==> src/rtl/tmr_rec_pkg.sv <==
package tmr_rec_pkg;

    typedef enum logic [1:0] {
        ST_IDLE,
        ST_SHIFT,
        ST_CHECK,
        ST_DEGRADED
    } seq_state_e;

    typedef logic [1:0] mod_idx_t;

    localparam mod_idx_t NO_MODULE = 2'd3;

    // Lowest-numbered module whose fault bit is clear.
    function automatic mod_idx_t first_clean(input logic [2:0] fmap);
        mod_idx_t r;
        r = NO_MODULE;
        for (int k = 2; k >= 0; k--) begin
            if (!fmap[k]) r = mod_idx_t'(k);
        end
        return r;
    endfunction

    // Index of the lowest set fault bit (the only one for a single fault).
    function automatic mod_idx_t first_faulty(input logic [2:0] fmap);
        mod_idx_t r;
        r = NO_MODULE;
        for (int k = 2; k >= 0; k--) begin
            if (fmap[k]) r = mod_idx_t'(k);
        end
        return r;
    endfunction

endpackage

==> src/rtl/tmr_scan_router.sv <==
module tmr_scan_router
    import tmr_rec_pkg::*;
(
    input  logic            active_i,
    input  logic [2:0]      fmap_i,
    output logic [2:0][1:0] sel_o
);

    mod_idx_t src;

    assign src = first_clean(fmap_i);

    // Faulty chains take the healthy source while copying; all others loop back.
    for (genvar k = 0; k < 3; k++) begin : g_route
        assign sel_o[k] = (active_i && fmap_i[k]) ? src : mod_idx_t'(k);
    end

endmodule

==> src/rtl/tmr_pair_tally.sv <==
module tmr_pair_tally #(
    parameter int CNT_W = 5
) (
    input  logic             clk,
    input  logic             rst_n,
    input  logic             load_i,
    input  logic [CNT_W-1:0] load_val_i,
    input  logic             step_i,
    input  logic             bit_a_i,
    input  logic             bit_b_i,
    output logic             zero_o,
    output logic             under_o
);

    logic [CNT_W-1:0] left_q;
    logic             under_q;
    logic             differ;

    assign differ = bit_a_i ^ bit_b_i;

    always_ff @(posedge clk) begin
        if (!rst_n) begin
            left_q  <= '0;
            under_q <= 1'b0;
        end else if (load_i) begin
            left_q  <= load_val_i;
            under_q <= 1'b0;
        end else if (step_i && differ) begin
            if (left_q == '0) begin
                under_q <= 1'b1;
            end else begin
                left_q <= left_q - 1'b1;
            end
        end
    end

    assign zero_o  = (left_q == '0);
    assign under_o = under_q;

endmodule

==> src/rtl/tmr_fault_history.sv <==
module tmr_fault_history
    import tmr_rec_pkg::*;
#(
    parameter int PERM_LIMIT = 3
) (
    input  logic       clk,
    input  logic       rst_n,
    input  logic       upd_i,
    input  logic [2:0] fmap_i,
    output logic       declare_o,
    output logic       perm_o,
    output mod_idx_t   excl_o
);

    localparam int NCF_W = $clog2(PERM_LIMIT + 1) + 1;

    mod_idx_t         recent_q;
    logic [NCF_W-1:0] run_q;
    logic             perm_q;
    mod_idx_t         excl_q;

    logic             single;
    logic             multi;
    mod_idx_t         hit_idx;
    logic [NCF_W-1:0] run_next;

    assign single   = ($countones(fmap_i) == 1);
    assign multi    = ($countones(fmap_i) >= 2);
    assign hit_idx  = first_faulty(fmap_i);
    assign run_next = (hit_idx == recent_q) ? run_q + 1'b1 : NCF_W'(1);
    assign declare_o = single && (int'(run_next) >= PERM_LIMIT);

    always_ff @(posedge clk) begin
        if (!rst_n) begin
            recent_q <= NO_MODULE;
            run_q    <= '0;
            perm_q   <= 1'b0;
            excl_q   <= NO_MODULE;
        end else if (upd_i) begin
            if (single) begin
                recent_q <= hit_idx;
                run_q    <= run_next;
                if (declare_o) begin
                    perm_q <= 1'b1;
                    excl_q <= hit_idx;
                end
            end else if (multi) begin
                recent_q <= NO_MODULE;
                run_q    <= '0;
            end
        end
    end

    assign perm_o = perm_q;
    assign excl_o = excl_q;

endmodule

==> src/rtl/tmr_recovery_seq.sv <==
module tmr_recovery_seq
    import tmr_rec_pkg::*;
#(
    parameter int CHAIN_LEN  = 16,
    parameter int CNT_W      = $clog2(CHAIN_LEN + 1),
    parameter int PERM_LIMIT = 3
) (
    input  logic             clk,
    input  logic             rst_n,
    input  logic             start_i,
    input  logic [2:0]       fmr_i,
    input  logic [CNT_W-1:0] cnt01_i,
    input  logic [CNT_W-1:0] cnt02_i,
    input  logic [CNT_W-1:0] cnt12_i,
    input  logic [2:0]       scan_out_i,
    output logic             scan_en_o,
    output logic [1:0]       sel0_o,
    output logic [1:0]       sel1_o,
    output logic [1:0]       sel2_o,
    output logic             rec_ok_o,
    output logic             rec_err_o,
    output logic             perm_fault_o,
    output logic [1:0]       excluded_o
);

    localparam int              BIT_W      = (CHAIN_LEN > 1) ? $clog2(CHAIN_LEN) : 1;
    localparam logic [BIT_W-1:0] LAST_BIT  = BIT_W'(CHAIN_LEN - 1);
    localparam logic [2:0]      ALL_FAULTY = 3'b111;

    seq_state_e       state_q, state_d;
    logic [2:0]       fmap_q;
    logic [BIT_W-1:0] bit_q;
    logic             ok_q, err_q;

    logic             accept;
    logic             shifting;
    logic             all_clean;
    logic             declare;
    logic             perm_w;
    mod_idx_t         excl_w;
    logic [2:0]       pair_zero;
    logic [2:0]       pair_under;
    logic [2:0][1:0]  sel_w;

    assign accept   = (state_q == ST_IDLE) && start_i;
    assign shifting = (state_q == ST_SHIFT);

    // Next-state logic
    always_comb begin
        state_d = state_q;
        unique case (state_q)
            ST_IDLE: begin
                if (start_i) begin
                    if (fmr_i == ALL_FAULTY) state_d = ST_IDLE;
                    else if (declare)        state_d = ST_DEGRADED;
                    else                     state_d = ST_SHIFT;
                end
            end
            ST_SHIFT: begin
                if (bit_q == LAST_BIT) state_d = ST_CHECK;
            end
            ST_CHECK:    state_d = ST_IDLE;
            ST_DEGRADED: state_d = ST_DEGRADED;
            default:     state_d = ST_IDLE;
        endcase
    end

    // State register
    always_ff @(posedge clk) begin
        if (!rst_n) state_q <= ST_IDLE;
        else        state_q <= state_d;
    end

    // Captured fault map, bit position, verdict flags
    always_ff @(posedge clk) begin
        if (!rst_n) begin
            fmap_q <= '0;
            bit_q  <= '0;
            ok_q   <= 1'b0;
            err_q  <= 1'b0;
        end else begin
            if (accept) begin
                fmap_q <= fmr_i;
                bit_q  <= '0;
                ok_q   <= 1'b0;
                err_q  <= (fmr_i == ALL_FAULTY);
            end else if (shifting) begin
                bit_q <= bit_q + 1'b1;
            end
            if (state_q == ST_CHECK) begin
                ok_q  <= all_clean;
                err_q <= !all_clean;
            end
        end
    end

    // One tally per module pair: (0,1), (0,2), (1,2)
    for (genvar p = 0; p < 3; p++) begin : g_pair
        localparam int A_IDX = (p == 2) ? 1 : 0;
        localparam int B_IDX = (p == 0) ? 1 : 2;
        logic [CNT_W-1:0] init_val;
        assign init_val = (p == 0) ? cnt01_i : (p == 1) ? cnt02_i : cnt12_i;

        tmr_pair_tally #(
            .CNT_W(CNT_W)
        ) tally_i (
            .clk       (clk),
            .rst_n     (rst_n),
            .load_i    (accept),
            .load_val_i(init_val),
            .step_i    (shifting),
            .bit_a_i   (scan_out_i[A_IDX]),
            .bit_b_i   (scan_out_i[B_IDX]),
            .zero_o    (pair_zero[p]),
            .under_o   (pair_under[p])
        );
    end

    assign all_clean = (&pair_zero) && !(|pair_under);

    tmr_scan_router router_i (
        .active_i(shifting),
        .fmap_i  (fmap_q),
        .sel_o   (sel_w)
    );

    tmr_fault_history #(
        .PERM_LIMIT(PERM_LIMIT)
    ) history_i (
        .clk      (clk),
        .rst_n    (rst_n),
        .upd_i    (accept && (fmr_i != ALL_FAULTY)),
        .fmap_i   (fmr_i),
        .declare_o(declare),
        .perm_o   (perm_w),
        .excl_o   (excl_w)
    );

    // Outputs
    always_comb begin
        scan_en_o    = shifting;
        sel0_o       = sel_w[0];
        sel1_o       = sel_w[1];
        sel2_o       = sel_w[2];
        rec_ok_o     = ok_q;
        rec_err_o    = err_q;
        perm_fault_o = perm_w;
        excluded_o   = excl_w;
    end

endmodule

==> config.mk <==
export PLATFORM = sky130hd
export DESIGN_NAME = tmr_recovery_seq
export DESIGN_NICKNAME = d
export VERILOG_FILES = /design/src/rtl/tmr_rec_pkg.sv /design/src/rtl/tmr_scan_router.sv /design/src/rtl/tmr_pair_tally.sv /design/src/rtl/tmr_fault_history.sv /design/src/rtl/tmr_recovery_seq.sv
export SDC_FILE = /design/constraint.sdc
export NUM_CORES = 1
export LEC_CHECK = 0
export BUFFER_PORTS_ARGS = -buffer_cell sky130_fd_sc_hd__buf_2
export CAP_MARGIN = 10
export CORE_MARGIN = 5
export CORE_UTILIZATION = 49
export CTS_CLUSTER_SIZE = 16
export DETAILED_ROUTE_END_ITERATION = 10
export HOLD_SLACK_MARGIN = 0.05
export PLACE_DENSITY = 0.85
export SYNTH_ARGS = -nofsm -noshare
export SYNTH_HDL_FRONTEND = slang
export SYNTH_SLANG_ARGS = --single-unit
==> constraint.sdc <==
create_clock -name clk -period 1.55 [get_ports clk]
set_clock_uncertainty 0.1 [all_clocks]
set_input_delay 0.155 -clock clk [delete_from_list [all_inputs] [get_ports clk]]
set_output_delay 0.155 -clock clk [all_outputs]
set_load 0.05 [all_outputs]
==> impl_metrics.tcl, run 1 <==
set metrics [dict create \
    cellPowerDensity_mw_per_mm2 857 \
    rsz0062_at_grt "true" \
    rows 23 \
    timing.rr.start "g_pair[1].tally_i.left_q[1]" \
    syn_inst 235 \
    tns_ns -0.313 \
    crit_start "g_pair[1].tally_i.left_q[1]" \
    hold_viol 0 \
    reg2reg_depth 7 \
    relSlewSlack_pct 70.6 \
    min_to "g_pair[2].tally_i.left_q[3]" \
    start_util_pct 49.6 \
    p_leak_nw 1.26 \
    start_kind "register" \
    synthAdderAreaFrac_pct 6.14 \
    track_usage_pct 22.1 \
    grt_max_degree 23 \
    rrSetupSlack_ns -0.05 \
    antenna_found_initial 0 \
    critical_path_class "register to register" \
    cts_tree "done" \
    r2r_end "g_pair[1].tally_i.left_q[2]" \
    cap_violations 0 \
    die_area_mm2 0.00536 \
    crit_chain "inv_2, ha_4, nor4b_4, nor3_4, nand2_1, xor2_1, a21oi_1" \
    cp_slowest_stage_delay_ns 0.34 \
    synth_top_area_share_pct 37.9 \
    status "complete, but fails checks" \
    min_from "cnt12_i[3]" \
    synth-xor-area-share_pct 8.06 \
    holdPathStages 3 \
    htree_levels 2 \
    synth_compound_area_share_pct 17.5 \
    root_buffer "clkbuf_8" \
    fp.coreArea_mm2 0.00394 \
    synthArstFlopShare_pct 0 \
    drc 0 \
    gp_congestion 0.786 \
    clk_path_buf_depth 2 \
    finalCriticalPeriod_ns 1.60 \
    dp_slack_ns -0.214 \
    fin_crit_sh_pct 103 \
    crit_fanout 4 \
    synth_top_cell_by_area "dfxtp_1" \
    antenna_left 0 \
    max_freq_mhz 626 \
    peakVddDrop_uv 588 \
    finalSetupViolations 11 \
    syn-num-nets 268 \
    ys_seq_area_share_pct 37.9 \
    violations "negative setup slack" \
    crit_family "simple AND/OR/NAND/NOR gates" \
    vias 2097 \
    hold_class "input port to register" \
    final_layout_size_suffix_gt1_share_pct 45.3 \
    synth_common_cells "37 x dfxtp_1, 30 x nand2_1, 21 x a21oi_1, 21 x o21ai_0, 17 x nor2_1" \
    syn_avg_cell_area_um2 8.33 \
    wirelength_mm 6.24 \
    cts_sinks 37 \
    slew_violations 0 \
    synth_cell_types 36 \
    wl_per_cell_um 16.6 \
    antennaDiodeCount 0 \
    clkLatencyLatePin_ns 0.30 \
    cts_inserted_buffers 5 \
    num-nets-final 359 \
    setup_slack_ns -0.0472 \
    critical_path_required_ns 1.68 \
    ioPinCount 36 \
    ys_ff_latch 37 \
    drt-pass1-iter-count 4 \
    placed_cell_area_mm2 0.00250 \
    die_width_um 73.2 \
    synth_warnings 0 \
    synth-main-ff-cell "dfxtp_1" \
    worst-slew-pin-transition_ns 0.437 \
    crit_slowest_cell "dfxtp_2" \
    muxShareOfSynthArea_pct 1.53 \
    design_area_mm2 0.00302 \
    synth_area_leaders "dfxtp_1 38%, nand2_1 5.8%, a21oi_1 5.4%, o21ai_0 5.4%, ha_1 5.1%" \
    grt_pass1_wl_mm 9.20 \
    die_height_um 73.2 \
    vias_per_cell 5.56 \
    synth_edf_count 0 \
    netlist_area_mm2 0.00196 \
    cp.arrival_ns 1.72 \
    worst_setup_path_end_kind "register" \
    hpwl_mm 3.53 \
    clk_transition_reported_paths_ns 0.07 \
    portBuffers 35 \
    synth-simple-area-share_pct 23.9 \
    drtIter0Drc 165 \
    yosysMostFrequentCell "dfxtp_1" \
    area_delta_synth_final_pct 54.2 \
    grt_pass1_vias 2097 \
    cp_num_buf_inv 1 \
    synth_top_family_by_area "simple AND/OR/NAND/NOR gates" \
    overflow 0 \
]
[power breakdown]
part           leakage (nW)  switching, W  internal, W  total [W]
Clock                0.0395      0.000351     0.000320   0.000671
Combinational         0.911      0.000404     0.000411   0.000815
Sequential            0.307     0.0000826      0.00102    0.00110
[state kept, by name, summed over array words and instances (netlist names)]
register	cells
history_i.recent_q	2
rec_ok_o	1
state_q	2
fmap_q	3
history_i.excl_o	2
rec_err_o	1
history_i.run_q	3
g_pair.tally_i.under_o	3
history_i.perm_o	1
bit_q	4
g_pair.tally_i.left_q	15
[repair_timing]
item / CTS / global route
pin swaps: 9 / 25
hold endpoints to repair: 9 / 0
endpoints found under the setup margin: 23 / 33
gates resized for setup: 22 / 55
hold buffers: 9 / 0
buffers inserted: 7 / 7
[final cells by class]
class,count,area (µm²)
multi-input cells,176,1360
fillers,246,925
flip-flops and latches,37,763
repair buffers,92,692
clock buffers,8,80.1
well taps,50,62.6
inverters,14,57.6
[how the worst max path moves through the flow]
stage                                  end  depth (start not counted)
2_1_floorplan          history_i.excl_o[0]                          6
3_3_place_gp            history_i.run_q[2]                          9
3_5_place_dp           history_i.excl_o[0]                          8
4_1_cts                          sel0_o[0]                          5
5_1_grt        g_pair[0].tally_i.left_q[4]                          8
6_report       g_pair[1].tally_i.left_q[2]                          7
[metal layers]
| metal | share of wire, % | track usage [%] |
|---|---|---|
| met5 | 0 | 0 |
| met2 | 54 | 38.8 |
| met4 | 2.8 | 11.5 |
| met3 | 6.5 | 6.06 |
| met1 | 37 | 23.9 |
[layout by cell type, fill, tap and decap left out, drive strengths merged, types with 2 or more instances in the layout]
master	instances
ha	8
and3	3
nand2	30
o21ai	21
nand4	3
o22ai	2
nand3	13
inv	14
dlygate4sd3	9
nor4b	3
nor2b	3
nand2b	4
dfxtp	37
buf	82
a21boi	8
xnor2	7
clkbuf	9
mux2i	3
a21oi	21
xor2	11
nor2	17
a31oi	2
nor3	8
[stage by stage]
stage	hold slack [ns]	utilization, %	cells	power [W]
final	0.0337	76.5	377	0.00259
after global routing	0.0482	76.5	377	0.00271
after CTS	0.0502	71.0	372	0.00243
after detailed placement	0.291	63.5	348	0.00173
after global placement	0.285	63.5	348	0.00171
after floorplan	0.185	-	235	0.00149
[cells by family (layout without fill, tap and decap cells)]
group	after synthesis	in the layout
xor+xnor	18	18
fa+ha+maj	9	9
mux	3	3
simple gates	88	88
flops	37	37
compound gates	58	58
buf+inv	22	114
[worst register-to-register path: cells and delay by family (launching register included)]
family | cells | cell delay (ns)
xor gates and xnor gates | 1 | 0.17
buffers and inverters | 1 | 0.05
adders and majority gates | 1 | 0.15
AOI/OAI and AO/OA | 1 | 0.15
DFF | 1 | 0.34
and+or+nand+nor | 3 | 0.57
No activity file was read; power rests on OpenSTA's default activity.
==> inputs of run 2 (changes only) <==
==> constraint.sdc (replaced) <==
create_clock -name clk -period 1.4 [get_ports clk]
set_clock_uncertainty 0.1 [all_clocks]
set_input_delay 0.14 -clock clk [delete_from_list [all_inputs] [get_ports clk]]
set_output_delay 0.14 -clock clk [all_outputs]
set_load 0.05 [all_outputs]
==> run 2 against run 1 <==
Effect of this change: the run still ends with negative setup slack left; setup slack got worse by 0.26 ns; power rose by 24%; combinational power rose by 45%; sequential power rose by 11%; wire length rose by 43%; register-to-register slack got worse by 0.26 ns; first-iteration DRC count rose by 27%; highest routed layer unchanged.
==> impl_metrics.tcl, run 2 (synthesis results as in run 1) <==
set metrics [dict create \
    status "complete, but fails checks" \
    violations "negative setup slack" \
    power_frac_clock_pct 25.3 \
    drc 0 \
    grt_max_degree 25 \
    finalSetupViolations 38 \
    cts_tree "done" \
    antenna_left 0 \
    wl_per_cell_um 22.2 \
    power.total_w 0.00322 \
    clk_path_buf_depth 2 \
    relSlewSlack_pct 69.4 \
    rows 23 \
    clkLatencyLatePin_ns 0.31 \
    wirelength_mm 8.92 \
    critical_path_class "register to register" \
    cts_inserted_buffers 5 \
    fp.coreArea_mm2 0.00394 \
    final_layout_size_suffix_gt1_share_pct 54.1 \
    hold_viol 0 \
    vias_per_cell 6.06 \
    ioPinCount 36 \
    largest_reg_flops 15 \
    reg_top3 "g_pair.tally_i.left_q: 15 flops, bit_q: 4 flops" \
    seqPwrFrac_pct 38.0 \
    peakVddDrop_uv 910 \
    portBuffers 35 \
    crit_fanout 3 \
    comb_power_share_pct 36.7 \
    start_kind "register" \
    rrSetupSlack_ns -0.31 \
    final_cell_mix "56 x buf_4, 28 x buf_2, 25 x dfxtp_1" \
    num-nets-final 384 \
    cellPowerDensity_mw_per_mm2 939 \
    cap_violations 0 \
    clk_transition_reported_paths_ns 0.09 \
    top_register "g_pair.tally_i.left_q" \
    htree_levels 2 \
    critical_path_required_ns 1.53 \
    gp_congestion 0.829 \
    hpwl_mm 3.88 \
    die_width_um 73.2 \
    timing.rr.start "g_pair[1].tally_i.left_q[0]" \
    antennaDiodeCount 0 \
    placed_cell_area_mm2 0.00270 \
    die_area_mm2 0.00536 \
    grt_pass1_wl_mm 10.9 \
    slew_violations 0 \
    internal_power_w 0.00210 \
    endpoint "g_pair[1].tally_i.left_q[3]" \
    r2r_end "g_pair[1].tally_i.left_q[3]" \
    reg2reg_depth 8 \
    track_usage_pct 27.0 \
    setup_slack_ns -0.310 \
    grt_pass1_vias 2371 \
    overflow 0 \
    worst-slew-pin-transition_ns 0.455 \
    area_delta_synth_final_pct 75.2 \
    worst_setup_path_end_kind "register" \
    drtIter0Drc 210 \
    start_util_pct 49.6 \
    antenna_found_initial 0 \
    p_leak_nw 1.43 \
    rsz0062_at_grt "true" \
    root_buffer "clkbuf_8" \
    vias 2431 \
    swShare_pct 34.7 \
    cp.arrival_ns 1.84 \
    max_freq_mhz 585 \
    hold_class "input port to register" \
    finalCriticalPeriod_ns 1.71 \
    cts_sinks 37 \
    crit_start "g_pair[1].tally_i.left_q[0]" \
    die_height_um 73.2 \
    fin_crit_sh_pct 122 \
    switching_power_w 0.00112 \
    fillers 151 \
    design_area_mm2 0.00343 \
    drt-pass1-iter-count 6 \
    final_common_cell "buf_4" \
]
run 2: changes by cell type in the layout (fill, tap and decap cells not counted), sizes merged:
cell	before	now
buf	82	105
clkbuf	9	6
clkinvlp	0	1
dlygate4sd3	9	12
run 2: critical path: stages (launching register included):
cell and delay, ns:
dfxtp_2 0.37, inv_2 0.06, ha_4 0.15, nor4b_4 0.14
nor3_4 0.24, buf_6 0.14, nand2_1 0.07, xor2_1 0.17
a21oi_1 0.17
run 2: final cells by class:
class,instances,area [µm²],share of cell area [%]
sequential,37,763,22.3
tap,50,62.6,1.82
timing repair buffer,117,948,27.7
inverter,14,60.1,1.75
multi-input combinational,176,1500,43.9
clock buffer,6,82.6,2.41
clock inverter,1,7.51,0.219
run 2: power by group through the flow:
stage / combinational, W / sequential (W) / clock [W]
after CTS: 0.000926 / 0.00120 / 0.000791
after global routing: 0.00124 / 0.00123 / 0.000834
final: 0.00118 / 0.00122 / 0.000816
after detailed placement: 0.000794 / 0.00123 / 0
after global placement: 0.000759 / 0.00122 / 0
after floorplan: 0.000453 / 0.00124 / 0
run 2: worst min-delay path by stage:
stage                     from                          end  slack, ns  cells past startpoint
detailed placement  cnt01_i[1]  g_pair[0].tally_i.left_q[1]       0.29                      3
global placement    cnt01_i[1]  g_pair[0].tally_i.left_q[1]       0.27                      3
global route        cnt02_i[2]  g_pair[1].tally_i.left_q[2]       0.08                      3
CTS                 cnt01_i[2]  g_pair[0].tally_i.left_q[2]       0.05                      3
finish              cnt02_i[2]  g_pair[1].tally_i.left_q[2]       0.02                      3
floorplan           cnt01_i[1]  g_pair[0].tally_i.left_q[1]       0.17                      2
run 2: routing by layer:
layer | up-vias | global-route usage [%] | part of all wire (%)
met4 | 0 | 12.1 | 8.2
met1 | 1137 | 28.0 | 34
met3 | 70 | 5.92 | 7.5
met5 | - | 0 | 0
li1 | 1039 | - | -
met2 | 185 | 50.7 | 51
run 2: what timing repair did:
action / in CTS / in global routing
pin swaps: 17 / 39
hold buffers: 12 / 0
hold endpoints to repair: 12 / 0
endpoints found under the setup margin: 35 / 44
gates resized for setup: 52 / 58
buffers inserted: 11 / 12
run 2: stage by stage:
step	utilization [%]	cells	setup WS (ns)	hold slack, ns	TNS [ns]
detailed placement	68.5	363	-0.382	0.286	-5.05
CTS	80.2	392	-0.185	0.0539	-4.38
finish	87.0	401	-0.310	0.0170	-6.71
floorplan	-	235	-0.248	0.170	-1.94
global placement	68.5	363	-0.306	0.272	-3.63
global route	87.0	401	-0.386	0.0761	-8.81
